--- config.mk ---
export PLATFORM = sky130hd
export DESIGN_NAME = cmp_pin_ctl
export DESIGN_NICKNAME = d
export VERILOG_FILES = /design/src/rtl/cmp_pin_ctl.sv
export SDC_FILE = /design/constraint.sdc
export NUM_CORES = 1
export LEC_CHECK = 0
export BUFFER_PORTS_ARGS = -buffer_cell sky130_fd_sc_hd__buf_4
export CAP_MARGIN = 25
export CORE_AREA = 2 2 39 41
export DETAILED_ROUTE_END_ITERATION = 10
export DIE_AREA = 0 0 41 43
export GPL_ROUTABILITY_DRIVEN = 0
export HOLD_SLACK_MARGIN = 0.15
export PLACE_DENSITY = 0.37
export REMOVE_ABC_BUFFERS = 1
export SLEW_MARGIN = 10
export SYNTH_ARGS = -nofsm -noshare
export SYNTH_HDL_FRONTEND = slang
export SYNTH_SLANG_ARGS = --single-unit
export TNS_END_PERCENT = 100
--- constraint.sdc ---
create_clock -name clk -period 1.37 [get_ports clk]
set_input_delay 0.137 -clock clk [delete_from_list [all_inputs] [get_ports clk]]
set_output_delay 0.137 -clock clk [all_outputs]
set_load 0.005 [all_outputs]
--- src/rtl/cmp_pin_ctl.sv ---
module cmp_pin_ctl (
  input  logic       clk,
  input  logic       rst_n,
  input  logic       act_we,
  input  logic [2:0] act_val,
  input  logic       timeout,
  input  logic       en,
  output logic       pin_out,
  output logic       cmp_active
);

  logic [2:0] code_q;
  logic       pin_q;
  logic       to_level;

  always_comb begin
    case (code_q)
      3'd1, 3'd4, 3'd5: to_level = ~pin_q;
      3'd2, 3'd6:       to_level = 1'b0;
      3'd3, 3'd7:       to_level = 1'b1;
      default:          to_level = pin_q;
    endcase
  end

  always_ff @(posedge clk or negedge rst_n) begin
    if (!rst_n) begin
      code_q <= 3'd0;
      pin_q  <= 1'b0;
    end else if (act_we) begin
      code_q <= act_val;
      if (act_val[2]) pin_q <= ~act_val[0];
    end else if (timeout && en) begin
      pin_q <= to_level;
    end
  end

  assign pin_out    = pin_q;
  assign cmp_active = en & (code_q != 3'd0);

endmodule


==> impl_metrics.ini <==
[pwr]
vdd_drop_max_mv = 0.419
switching_share_pct = 22.5
p_seq_share_pct = 39.2
p_per_area_mw_per_mm2 = 1080
p_leak_nw = 0.160
p_clk_share_pct = 39.1
power_frac_comb_pct = 21.8
p_switching_uw = 84.7
finalPower_uw = 377
p_int_uw = 292

[drt]
wirelength_um = 439
vias_per_cell = 3.68
drc = 0
dr.pass1.iters = 2
drt_iter0_markers = 2
routed-via-count = 173
wl_per_cell_um = 9.34
detail-route-antenna-nets = 0

[clock_network]
root_buffer = clkbuf_4
cts_tree = built
path_clk_slew_ns = 0.04
post_cts_buffers = 0
cts-resized-gates = 0
ctsHoldBuffers = 4
htree_levels = 1
cts_made_buffers = 3
clock_latency_ns = 0.24
clock_path_buffers = 2
clock_sinks = 4

[timing]
slew_violations = 0
hold_viol_final = 0
grt_setup_unrepaired = no
final-setup-viol-count = 0
min_period_over_period_pct = 94.5
finClkSkew_ns = 0.00520
worst_slew_pin_slew_ns = 0.186
min_period_ns = 1.30
tns_ns = 0
slew_headroom_pct = 87.5
fmax_ghz = 0.772
holdWs_ns = 0.200

[floorplan]
row_count = 14
core_area_mm2 = 0.00138
die_x_um = 41
die_height_um = 43
dieArea_mm2 = 0.00176
start_util_pct = 14.5
io_pins = 10

[critical_path]
slowest_delay_ns = 0.38
critPathSlowestCell = dfrtp_1
reg2reg_slack_ns = 0.07
cp_cell_sequence = o31a_1 -> a22o_1 -> mux2_4
cp.arrival_ns = 1.42
worstPathMaxFanout = 4
path_class = flip-flop to flip-flop
cp.required_ns = 1.49
worst_setup_path_end_kind = flip-flop
start_kind = flip-flop

[global_route]
antenna_found_initial = 0
grt_use_total_pct = 8.17
use_met3_pct = 9.42
top_usage_layer = met3
overflow = 0
grt_pass1_wl_um = 793
met2_usage_pct = 8.75
grt_start_max_net_pins = 8
grt_pass1_vias = 178
grtUsageMet1_pct = 8.47

[final_layout]
drive_gt1_share_pct = 48.4
syn2layout_area_growth_pct = 75.0
seq_area_um2 = 100
fillers = 152
final_cell_mix = 9 x buf_4, 4 x dfrtp_1, 4 x dlygate4sd3_1
fin_nets = 41
final_common_cell = buf_4
antenna_cells = 0
stdcell_count = 47
multiInputGateArea_um2 = 100

[synthesis]
synth_area_per_cell_um2 = 13.3
netlist_instances = 15
yosysWarnings = 0
yosysTopAreaCellShare_pct = 50.0
ys_types = 10
syn-cell-area_um2 = 200
seq_area_frac_synth_pct = 50.0
yosys.area.top_type = dfrtp_1
yosys-top-cells-area = dfrtp_1 50%, mux2_2 11%, mux2_4 7.5%
synth-seq-cells = 4

[place]
dp.cells = 40
io_buffers = 9

[hold_path]
hold_path_class = input port to flip-flop

[run_status]
status = finished, final reports clean

[flow_run]
maxCapViolCount = 0
==> power groups by stage <==
stage          sequential [mW]  clock (mW)  combinational, mW
4_1_cts                  0.148       0.162             0.0834
3_3_place_gp             0.148           0             0.0744
6_report                 0.148       0.147             0.0820
2_1_floorplan            0.146           0             0.0360
5_1_grt                  0.151       0.178             0.0929
3_5_place_dp             0.149           0             0.0742
==> worst max-delay path, delay by kind of cell, from the launching register on <==
family         cells  cell delay, ns
AO/OA/AOI/OAI      2            0.51
flip-flops         1            0.38
multiplexers       1            0.29
==> metal layers <==
metal / part of all wire, % / vias up
li1: - / 89
met1: 42 / 76
met2: 49 / 8
met3: 9.3 / 0
met4: 0 / 0
met5: 0 / -
==> sequential cells by signal, summed over array words and instances (netlist names) <==
signal   count
pin_out      1
code_q       3
==> worst paths after layout <==
kind | from | to | cells after the start
max in group asynchronous | rst_n | code_q[2] | 2
min in group asynchronous | rst_n | pin_out | 2
worst min register to register | code_q[2] | code_q[2] | 1
worst max register to register | code_q[1] | pin_out | 3
worst min-delay path | act_we | code_q[1] | 2
worst max-delay path | code_q[1] | pin_out | 3
==> stage by stage <==
| step | setup WS, ns | cell area (um^2) | util [%] |
|---|---|---|---|
| finish | 0.0747 | 350 | 25.3 |
| global route | 0.0409 | 350 | 25.3 |
| CTS | 0.0779 | 350 | 25.3 |
| detailed placement | 0.0719 | 288 | 20.8 |
| global placement | 0.0864 | 288 | 20.8 |
| floorplan | 0.0856 | 200 | - |
==> kinds of logic (layout without fill, tap and decap cells) <==
| kind of cell | count (synthesis) | in the layout | share of synthesized area [%] |
|---|---|---|---|
| AO/OA/AOI/OAI | 3 | 3 | 12.5 |
| buffers and inverters | 0 | 16 | 0 |
| flip-flops | 4 | 4 | 50.0 |
| multiplexers | 4 | 4 | 24.4 |
| AND/OR/NAND/NOR | 4 | 4 | 13.1 |
==> layout make-up <==
type                       count  area share [%]
multi-input combinational     11            28.6
sequential                     4            28.6
timing repair buffer          13            30.7
clock buffer                   3            6.43
tap                           16            5.71
==> synthesized netlist by cell type <==
cell type and number:
mux2_1 1, mux2_4 1, nand2b_1 1, mux2_2 2, and2b_1 1, o31ai_1 1, o31a_1 1, a22o_1 1
dfrtp_1 4, nor2b_1 2
(Power assumes the default switching activity.)
